--- config.mk ---
export PLATFORM = sky130hd
export DESIGN_NAME = clkcnt_write_guard
export DESIGN_NICKNAME = d
export VERILOG_FILES = /design/src/rtl/clkcnt_guard_pkg.sv /design/src/rtl/cg_fall_detect.sv /design/src/rtl/cg_edge_counter.sv /design/src/rtl/cg_length_lut.sv /design/src/rtl/cg_verdict.sv /design/src/rtl/clkcnt_write_guard.sv
export SDC_FILE = /design/constraint.sdc
export NUM_CORES = 1
export LEC_CHECK = 0
export ABC_AREA = 1
export BUFFER_PORTS_ARGS = -buffer_cell sky130_fd_sc_hd__buf_2
export CAP_MARGIN = 20
export CORE_UTILIZATION = 40
export DETAILED_ROUTE_END_ITERATION = 8
export SLEW_MARGIN = 5
export SYNTH_ARGS = -nofsm -noshare
export SYNTH_HDL_FRONTEND = slang
export SYNTH_SLANG_ARGS = --single-unit
--- constraint.sdc ---
create_clock -name clk_i -period 1.2 [get_ports clk_i]
set_input_delay 0.06 -clock clk_i [delete_from_list [all_inputs] [get_ports clk_i]]
set_output_delay 0.06 -clock clk_i [all_outputs]
set_load 0.005 [all_outputs]
--- src/rtl/clkcnt_guard_pkg.sv ---
package clkcnt_guard_pkg;

  typedef enum logic [2:0] {
    KIND_NONE      = 3'b000,
    KIND_READ      = 3'b001,
    KIND_CTRL      = 3'b010,
    KIND_WRITE     = 3'b100,
    KIND_ERASE     = 3'b101,
    KIND_ERASE_ALL = 3'b110,
    KIND_WRITE_ALL = 3'b111
  } op_kind_e;

  // Programming kinds are marked by the top bit of the class code.
  function automatic logic kind_is_program(input logic [2:0] k);
    return k[2];
  endfunction

  // A kind carries a data field when it stores a value (write, write-all).
  function automatic logic kind_has_data(input logic [2:0] k);
    return (k == KIND_WRITE) || (k == KIND_WRITE_ALL);
  endfunction

endpackage

--- src/rtl/cg_fall_detect.sv ---
module cg_fall_detect (
  input  logic clk_i,
  input  logic rst_ni,
  input  logic cs_i,
  output logic fall_o
);
  logic cs_q;

  always_ff @(posedge clk_i or negedge rst_ni) begin
    if (!rst_ni) cs_q <= 1'b0;
    else         cs_q <= cs_i;
  end

  assign fall_o = cs_q & ~cs_i;
endmodule

--- src/rtl/cg_edge_counter.sv ---
module cg_edge_counter #(
  parameter int CNT_W = 6
) (
  input  logic             clk_i,
  input  logic             rst_ni,
  input  logic             cs_i,
  input  logic             start_i,
  input  logic             edge_i,
  input  logic             fall_i,
  output logic             armed_o,
  output logic [CNT_W-1:0] count_o
);
  localparam logic [CNT_W-1:0] CNT_MAX = {CNT_W{1'b1}};
  localparam logic [CNT_W-1:0] CNT_ONE = CNT_W'(1);

  logic             armed_q;
  logic [CNT_W-1:0] cnt_q;

  always_ff @(posedge clk_i or negedge rst_ni) begin
    if (!rst_ni) begin
      armed_q <= 1'b0;
      cnt_q   <= '0;
    end else if (fall_i) begin
      armed_q <= 1'b0;
      cnt_q   <= '0;
    end else if (cs_i && start_i) begin
      armed_q <= 1'b1;
      cnt_q   <= CNT_ONE;
    end else if (cs_i && armed_q && edge_i && (cnt_q != CNT_MAX)) begin
      cnt_q   <= cnt_q + CNT_ONE;
    end
  end

  assign armed_o = armed_q;
  assign count_o = cnt_q;

  // a saturated count stays saturated until the frame ends or restarts
  assert_sat_hold_R8: assert property (@(posedge clk_i) disable iff (!rst_ni)
    (armed_q && cnt_q == CNT_MAX && !fall_i && !start_i) |=> (cnt_q == CNT_MAX));

  // a nonzero count only exists inside an armed frame
  assert_cnt_armed_R10: assert property (@(posedge clk_i) disable iff (!rst_ni)
    (cnt_q != '0) |-> armed_q);

  // nothing arms while chip select is low
  assert_idle_low_R10: assert property (@(posedge clk_i) disable iff (!rst_ni)
    (!armed_q && !cs_i) |=> !armed_q);

  // a start strobe inside a frame leaves a count of one
  assert_restart_R11: assert property (@(posedge clk_i) disable iff (!rst_ni)
    (cs_i && start_i && !fall_i) |=> (cnt_q == CNT_ONE));
endmodule

--- src/rtl/cg_length_lut.sv ---
module cg_length_lut
  import clkcnt_guard_pkg::*;
#(
  parameter int CNT_W    = 6,
  parameter int OPC_W    = 2,
  parameter int ADDR8_W  = 7,
  parameter int ADDR16_W = 6,
  parameter int DATA8_W  = 8,
  parameter int DATA16_W = 16
) (
  input  logic [2:0]       kind_i,
  input  logic             org_x16_i,
  output logic             guarded_o,
  output logic [CNT_W-1:0] need_o
);
  localparam int HDR8   = 1 + OPC_W + ADDR8_W;
  localparam int HDR16  = 1 + OPC_W + ADDR16_W;
  localparam int FULL8  = HDR8 + DATA8_W;
  localparam int FULL16 = HDR16 + DATA16_W;

  logic [CNT_W-1:0] hdr_len, full_len;

  always_comb begin
    hdr_len  = org_x16_i ? CNT_W'(HDR16)  : CNT_W'(HDR8);
    full_len = org_x16_i ? CNT_W'(FULL16) : CNT_W'(FULL8);
    need_o   = kind_has_data(kind_i) ? full_len : hdr_len;
    guarded_o = kind_is_program(kind_i);
  end

  initial begin
    if (FULL16 >= (1 << CNT_W) - 1 || FULL8 >= (1 << CNT_W) - 1)
      $error("counter too narrow for frame length");
  end
endmodule

--- src/rtl/cg_verdict.sv ---
module cg_verdict #(
  parameter int CNT_W = 6
) (
  input  logic             clk_i,
  input  logic             rst_ni,
  input  logic             fall_i,
  input  logic             armed_i,
  input  logic             guarded_i,
  input  logic [CNT_W-1:0] count_i,
  input  logic [CNT_W-1:0] need_i,
  output logic             allow_o,
  output logic             reject_o
);
  logic judge;
  assign judge = fall_i & armed_i & guarded_i;

  always_ff @(posedge clk_i or negedge rst_ni) begin
    if (!rst_ni) begin
      allow_o  <= 1'b0;
      reject_o <= 1'b0;
    end else begin
      allow_o  <= judge && (count_i == need_i);
      reject_o <= judge && (count_i != need_i);
    end
  end

  // outcomes are exclusive
  assert_excl_R9: assert property (@(posedge clk_i) disable iff (!rst_ni)
    !(allow_o && reject_o));

  // each outcome lasts a single cycle
  assert_allow_pulse_R9: assert property (@(posedge clk_i) disable iff (!rst_ni)
    allow_o |=> !allow_o);
  assert_reject_pulse_R9: assert property (@(posedge clk_i) disable iff (!rst_ni)
    reject_o |=> !reject_o);

  // an outcome follows only a chip select fall on a programming kind
  assert_guard_only_R7: assert property (@(posedge clk_i) disable iff (!rst_ni)
    (allow_o || reject_o) |-> $past(fall_i && guarded_i));
endmodule

--- src/rtl/clkcnt_write_guard.sv ---
module clkcnt_write_guard #(
  parameter int CNT_W    = 6,
  parameter int OPC_W    = 2,
  parameter int ADDR8_W  = 7,
  parameter int ADDR16_W = 6,
  parameter int DATA8_W  = 8,
  parameter int DATA16_W = 16
) (
  input  logic       clk_i,
  input  logic       rst_ni,
  input  logic       cs_i,
  input  logic       start_i,
  input  logic       sclk_edge_i,
  input  logic [2:0] op_kind_i,
  input  logic       org_x16_i,
  output logic       allow_o,
  output logic       reject_o
);
  logic             fall;
  logic             armed;
  logic             guarded;
  logic [CNT_W-1:0] count;
  logic [CNT_W-1:0] need;

  cg_fall_detect u_fall (
    .clk_i (clk_i), .rst_ni (rst_ni), .cs_i (cs_i), .fall_o (fall)
  );

  cg_edge_counter #(.CNT_W(CNT_W)) u_cnt (
    .clk_i (clk_i), .rst_ni (rst_ni), .cs_i (cs_i), .start_i (start_i),
    .edge_i (sclk_edge_i), .fall_i (fall), .armed_o (armed), .count_o (count)
  );

  cg_length_lut #(
    .CNT_W(CNT_W), .OPC_W(OPC_W), .ADDR8_W(ADDR8_W), .ADDR16_W(ADDR16_W),
    .DATA8_W(DATA8_W), .DATA16_W(DATA16_W)
  ) u_lut (
    .kind_i (op_kind_i), .org_x16_i (org_x16_i), .guarded_o (guarded), .need_o (need)
  );

  cg_verdict #(.CNT_W(CNT_W)) u_verdict (
    .clk_i (clk_i), .rst_ni (rst_ni), .fall_i (fall), .armed_i (armed),
    .guarded_i (guarded), .count_i (count), .need_i (need),
    .allow_o (allow_o), .reject_o (reject_o)
  );

  // an outcome is due only one cycle after chip select is first seen low
  assert_due_R9: assert property (@(posedge clk_i) disable iff (!rst_ni)
    (allow_o || reject_o) |-> ($past(!cs_i) && $past(fall)));
endmodule

==> metrics.md, run 1 <==
| Metric | Value |
|---|---|
| Status | finished, violations left |
| Failing checks | setup timing |
| Share of layout cells above drive strength 1 | 28.6% |
| Filler cell count | 125 |
| R2R setup slack | -0.01 ns |
| Final setup vio count | 2 |
| Max-Cap Viols | 0 |
| Synth Cell Area | 592 um2 |
| Worst-Margin Slew | 0.243 ns |
| Most frequent cell after synthesis | nand2_1 |
| Clk sinks | 10 |
| Post-synthesis cell type count | 16 |
| Yosys top cell area share | 42.3% |
| Nets | 116 |
| Worst reg2reg path startpoint | u_cnt.count_o[1]$_DFFE_PN0P_ |
| TritonCTS clock tree | yes |
| Cts bufs inserted | 3 |
| Sequential element share of the synthesized area | 42.3% |
| Largest net degree at the start of global routing | 11 |
| Max Slew Vio Count | 0 |
| Worst endpoint required time | 1.39 ns |
| Fin worst setup slack | -0.0122 ns |
| Die height | 40.5 um |
| Yosys Warn Count | 0 |
| Critical Path End | u_cnt.count_o[4]$_DFFE_PN0P_ |
| Slew HR | 83.7% |
| Dpl ws | -0.0725 ns |
| Crit end category | register |
| All-Layer GR Usage | 20.6% |
| Die W | 40.5 um |
| Top area cells in the synthesized netlist | dfrtp_1 (42%), nand2_1 (16%), nand3_1 (8.5%) |
| Max IR drop VDD | 693 uV |
| Final Hold Viols | 0 |
| Metal-1 WL | 628 um |
| Starting Density | 44.4% |
| WP buf/inv | 1 |
| Crit path depth | 6 |
| Worst reg2reg path depth | 6 |
| Primary FF master, synth | dfrtp_1 |
| Multi-input gate area | 325 um2 |
| Worst Setup Path Type | register to register |
| Vias in the first global route | 500 |
| Core ar. | 1330 um2 |
| Worst hold path depth | 3 |
| Final setup skew | 0.00423 ns |
| Drt pass-1 iters | 4 |
| Cells after synthesis | 82 |
| CP top delay family | flip-flops |
| Flop and latch count out of synthesis | 10 |
| Asr flop ratio synth | 100% |
| Final core utilization | 59.5% |
| PortBufs | 10 |
| Number of flops mapped to enable cells by yosys | 0 |
| Fin Setup TNS | -0.0159 ns |
| CTS Buffer Depth | 2 |
| Die area | 1640 um2 |
| Detailed Route WL | 1.28 mm |
| CP Launch Type | register |
| Via density | 4.93 |
| DP Wirelength | 932 um |
| Root Driver | clkbuf_4 |
| Final min period | 1.21 ns |
| N_diodes | 0 |
| Period utilization | 101% |
| Row cnt | 13 |
| CTS clk-pin slew, worst paths | 0.07 ns |
| # Post-CTS Setup Buffers | 0 |
| Vias | 592 |
| Global-route wire length before repair | 2.15 mm |
| Syn_nets | 92 |
| Final Cell Area | 793 um2 |
| Area Overhead vs Synth | 34.0% |
| Met2 wire len | 583 um |
| Routed Antenna Nets | 0 |
| Met3 wire len | 54 um |
| CP Cell Sequence | ha_2, inv_4, nor2_4, a21oi_4, nand3_1, a21oi_1 |
| Average wire per standard cell | 10.7 um |
| Number of H-tree levels | 1 |
| Most instantiated cells after synthesis | nand2_1 (25), dfrtp_1 (10), inv_1 (10), nand3_1 (10), nor2_1 (9) |
| Reg2reg end | u_cnt.count_o[4]$_DFFE_PN0P_ |
| Drt drc | 0 |
| Worst Hold Class | input pin to register |
| Unrepaired setup endpoints after global routing | true |
| Gp weighted congestion | 0.769 |
| Clk_lat worst skew | 0.26 ns |
| I/O Pins | 11 |
| Max Used Layer | met4 |
| Post-DP Area | 709 um2 |
| Avg Cell Area, Syn | 7.22 um2 |
| Highest clock rate | 0.825 GHz |
| Setup crit start | u_cnt.count_o[1]$_DFFE_PN0P_ |
| Post-synth top area cell | dfrtp_1 |
| Cell Pwr Density | 1030 nW/um2 |
| Initial antenna violation count | 0 |
| Worst Path Arrival | 1.40 ns |
| LEAKAGE | 0.417 nW |
| Sequential cell area | 250 um2 |
| Worst Path Max Fanout | 5 |
| Critical path's largest stage delay | 0.38 ns |
| Critical path's slowest cell | dfrtp_1 |
| Grt ovf | 0 |
| Drt first-iter violations | 13 |
[sequential cells by signal, indices dropped and copies added (netlist names)]
signal and cells:
u_cnt.armed_o 1, u_verdict.reject_o 1, u_verdict.allow_o 1, u_fall.cs_q 1, u_cnt.count_o 6
[worst min path at each step]
stage	startpoint	to	slack, ns
6_report	op_kind_i[2]	u_verdict.allow_o$_DFF_PN0_	0.09
3_3_place_gp	rst_ni	u_verdict.allow_o$_DFF_PN0_	-0.06
2_1_floorplan	rst_ni	u_cnt.armed_o$_DFFE_PN0P_	-0.24
5_1_grt	op_kind_i[2]	u_verdict.allow_o$_DFF_PN0_	0.09
3_5_place_dp	rst_ni	u_verdict.allow_o$_DFF_PN0_	-0.07
4_1_cts	op_kind_i[2]	u_verdict.allow_o$_DFF_PN0_	0.09
[metrics by stage]
| stage | cells | hold slack, ns | total power, mW |
|---|---|---|---|
| finish | 120 | 0.0889 | 0.815 |
| global placement | 113 | -0.0644 | 0.500 |
| detailed placement | 113 | -0.0651 | 0.501 |
| CTS | 120 | 0.0858 | 0.817 |
| global route | 120 | 0.0860 | 0.863 |
| floorplan | 82 | -0.236 | 0.445 |
[where the power goes]
part	internal, mW	switching (mW)	total [mW]
Sequential	0.352	0.00924	0.361
Combinational	0.0622	0.0884	0.151
Clock	0.184	0.119	0.304
[layer usage]
layer | GRT usage (%) | up-vias
met2 | 31.7 | 11
met1 | 26.6 | 267
met4 | 10.0 | 0
met3 | 5.00 | 2
met5 | 0 | -
li1 | - | 312
[area by class of cell]
| class | count | area share [%] |
|---|---|---|
| Clock buffer | 4 | 4.57 |
| Inverter | 12 | 5.99 |
| Tap cell | 15 | 2.37 |
| Multi-Input combinational cell | 61 | 41.0 |
| Timing Repair Buffer | 18 | 14.5 |
| Sequential cell | 10 | 31.5 |
[cells in the final DEF, fill, tap and decap left out]
master	count
inv_1	10
nand2_1	24
nand4_1	4
nand3_1	10
nor3_2	1
nor2_4	1
clkbuf_8	1
dfrtp_1	10
dlygate4sd3_1	2
nor2_2	1
buf_2	10
nor2_1	8
xor2_1	2
nand2_2	2
a21oi_1	4
a21oi_4	2
o21ai_1	1
inv_2	1
inv_4	1
buf_4	6
clkbuf_4	3
ha_2	1
[cells by family (layout without fill, tap and decap cells)]
group                      after synthesis  after routing  share of synthesized area [%]
AOI/OAI and AO/OA                        6              7                           6.98
xor gates and xnor gates                 2              2                           2.96
adders and majority gates                1              1                           2.11
buffers and inverters                   12             34                           7.61
DFF                                     10             10                           42.3
and+or+nand+nor                         51             51                           38.1
[tightest hold or removal path, stage by stage]
cell and delay (ns):
buf_2 0.12, nand3_1 0.10, nor2_1 0.05
[what timing repair did]
action	CTS	global route
endpoints found under the hold margin	11	0
resized for setup	1	4
hold buffers	2	0
cloned	1	0
pin swaps	1	4
endpoints found under the setup margin	6	8
Note: power is estimated with default switching activity, not from simulation.
==> run 2, diff against run 1 <==
- clock period: 1.2 -> 1.5 ns (I/O delays scaled with it)
==> metrics.md, run 2 (synthesis gave the netlist of run 1 again) <==
| Metric | Value |
|---|---|
| Max IR drop VDD | 481 uV (was 693 uV) |
| N_diodes | 0 (unchanged) |
| Worst reg2reg path depth | 6 (unchanged) |
| Die area | 1640 um2 (unchanged) |
| Worst-Margin Slew | 0.271 ns (was 0.243 ns) |
| Nets | 110 (was 116) |
| Drt first-iter violations | 7 (was 13) |
| Die W | 40.5 um (unchanged) |
| Fin worst setup slack | 0.155 ns (was -0.0122 ns) |
| Root Driver | clkbuf_4 (unchanged) |
| Cell Pwr Density | 891 nW/um2 (was 1030 nW/um2) |
| Initial antenna violation count | 0 (unchanged) |
| Pwr Total | 0.646 mW (was 0.815 mW) |
| Non-Filler Instances | 114 (was 120) |
| PortBufs | 10 (unchanged) |
| Highest clock rate | 0.743 GHz (was 0.825 GHz) |
| DP Cell Count | 108 (was 113) |
| Worst hold path depth | 3 (unchanged) |
| LEAKAGE | 0.386 nW (was 0.417 nW) |
| Drt pass-1 iters | 4 (unchanged) |
| Fin Setup TNS | 0 ns (was -0.0159 ns) |
| Starting Density | 44.4% (unchanged) |
| Routed Antenna Nets | 0 (unchanged) |
| Drt drc | 0 (unchanged) |
| Dpl ws | 0.170 ns (was -0.0725 ns) |
| Share of layout cells above drive strength 1 | 19.2% (was 28.6%) |
| Crit end category | register (unchanged) |
| Detailed Route WL | 1.18 mm (was 1.28 mm) |
| Clk_lat worst skew | 0.28 ns (was 0.26 ns) |
| Global-route wire length before repair | 2.06 mm (was 2.15 mm) |
| Worst endpoint required time | 1.70 ns (was 1.39 ns) |
| Period utilization | 89.7% (was 101%) |
| Final setup vio count | 0 (was 2) |
| Worst Setup Path Type | register to register (unchanged) |
| Clk sinks | 10 (unchanged) |
| Grt ovf | 0 (unchanged) |
| Reg2reg end | u_cnt.count_o[4]$_DFFE_PN0P_ (unchanged) |
| Largest register FFs | 6 (unchanged) |
| Max-Cap Viols | 0 (unchanged) |
| Unrepaired setup endpoints after global routing | false (was true) |
| All-Layer GR Usage | 19.6% (was 20.6%) |
| Worst Hold Class | input pin to register (unchanged) |
| Max Slew Vio Count | 0 (unchanged) |
| Row cnt | 13 (unchanged) |
| Number of H-tree levels | 1 (unchanged) |
| Final Hold Viols | 0 (unchanged) |
| Vias in the first global route | 509 (was 500) |
| Average wire per standard cell | 10.4 um (was 10.7 um) |
| CTS clk-pin slew, worst paths | 0.07 ns (about the same) |
| Most common cell after layout, fill and taps aside | nand2_1 (unchanged) |
| TritonCTS clock tree | yes (unchanged) |
| Hold Path Sink | u_verdict.allow_o$_DFF_PN0_ (unchanged) |
| Core ar. | 1330 um2 (unchanged) |
| Area Overhead vs Synth | 22.4% (was 34.0%) |
| Slew HR | 81.9% (was 83.7%) |
| Status | completed (was finished, violations left) |
| Worst Path Arrival | 1.54 ns (was 1.40 ns) |
| Via density | 4.98 (was 4.93) |
| Gp weighted congestion | 0.853 (was 0.769) |
| R2R setup slack | 0.15 ns (was -0.01 ns) |
| DP Wirelength | 891 um (was 932 um) |
| CP Launch Type | register (unchanged) |
| Worst Path Max Fanout | 10 (was 5) |
| I/O Pins | 11 (unchanged) |
| CTS Buffer Depth | 2 (unchanged) |
| Die height | 40.5 um (unchanged) |
| Hold path start | op_kind_i[2] (unchanged) |
| Most frequent cells in the layout | nand2_1 (25), inv_1 (10), nand3_1 (10), buf_2 (10), dfrtp_1 (10) (was nand2_1 (24), inv_1 (10), nand3_1 (10), buf_2 (10), dfrtp_1 (10)) |
| Worst reg2reg path startpoint | u_cnt.count_o[1]$_DFFE_PN0P_ (unchanged) |
| Final setup skew | 0.00644 ns (was 0.00423 ns) |
| Final min period | 1.35 ns (was 1.21 ns) |
| Vias | 568 (was 592) |
| Cts bufs inserted | 3 (unchanged) |
| PostCTS Resize Cnt | 0 (was 1) |
| Largest net degree at the start of global routing | 11 (unchanged) |
-- run 2: what timing repair did --
action,CTS,global route
hold buffers,2,0
endpoints found under the hold margin,11,0
setup buffers,0,0
setup endpoints to repair,0,0
-- run 2: how the worst max path moves through the flow --
stage	end	slack [ns]	cells after the start	start
floorplan	u_cnt.count_o[0]$_DFFE_PN0P_	0.22	7	u_cnt.count_o[0]$_DFFE_PN0P_
global placement	u_cnt.count_o[5]$_DFFE_PN0P_	0.20	6	u_cnt.count_o[1]$_DFFE_PN0P_
detailed placement	u_cnt.count_o[0]$_DFFE_PN0P_	0.17	7	u_cnt.count_o[1]$_DFFE_PN0P_
CTS	u_cnt.count_o[4]$_DFFE_PN0P_	0.15	6	u_cnt.count_o[1]$_DFFE_PN0P_
global route	u_cnt.count_o[5]$_DFFE_PN0P_	0.005	6	u_cnt.count_o[1]$_DFFE_PN0P_
finish	u_cnt.count_o[4]$_DFFE_PN0P_	0.15	6	u_cnt.count_o[1]$_DFFE_PN0P_
-- run 2: layout make-up --
cell class	instances	area (um2)
clock buffers	4	36.3
fillers	136	609
repair buffers	13	77.6
flip-flops and latches	10	250
inverters	12	45.0
multi-input cells	60	297
well taps	15	18.8
-- run 2: report_power, final --
group          internal (mW)  leakage (nW)  switching, mW  total, mW
clock                  0.148        0.0210          0.105      0.252
combinational         0.0407         0.234         0.0614      0.102
sequential             0.282         0.131        0.00937      0.291
total                  0.470         0.386          0.175      0.646
-- run 2: worst max-delay path: stages (launching register included) --
cell	delay, ns
dfrtp_1	0.42
ha_1	0.22
clkinv_1	0.08
nor2_4	0.05
a21oi_4	0.25
nand3_1	0.11
a21oi_1	0.15
-- run 2: stage by stage --
step	utilization [%]	cell area [um2]	hold WS, ns
4_1_cts	54.3	724	0.0989
3_5_place_dp	50.1	668	-0.0502
3_3_place_gp	50.1	668	-0.0482
2_1_floorplan	-	592	-0.221
6_report	54.3	724	0.0894
5_1_grt	54.3	724	0.127
-- run 2: routing by layer --
| layer | wire (um) | global-route usage [%] | share of wire (%) | up-vias |
|---|---|---|---|---|
| li1 | - | - | - | 294 |
| met1 | 582 | 23.3 | 49 | 258 |
| met2 | 514 | 32.1 | 44 | 12 |
| met3 | 56 | 5.00 | 4.7 | 4 |
| met4 | 27 | 10.0 | 2.3 | 0 |
| met5 | 0 | 0 | 0 | - |
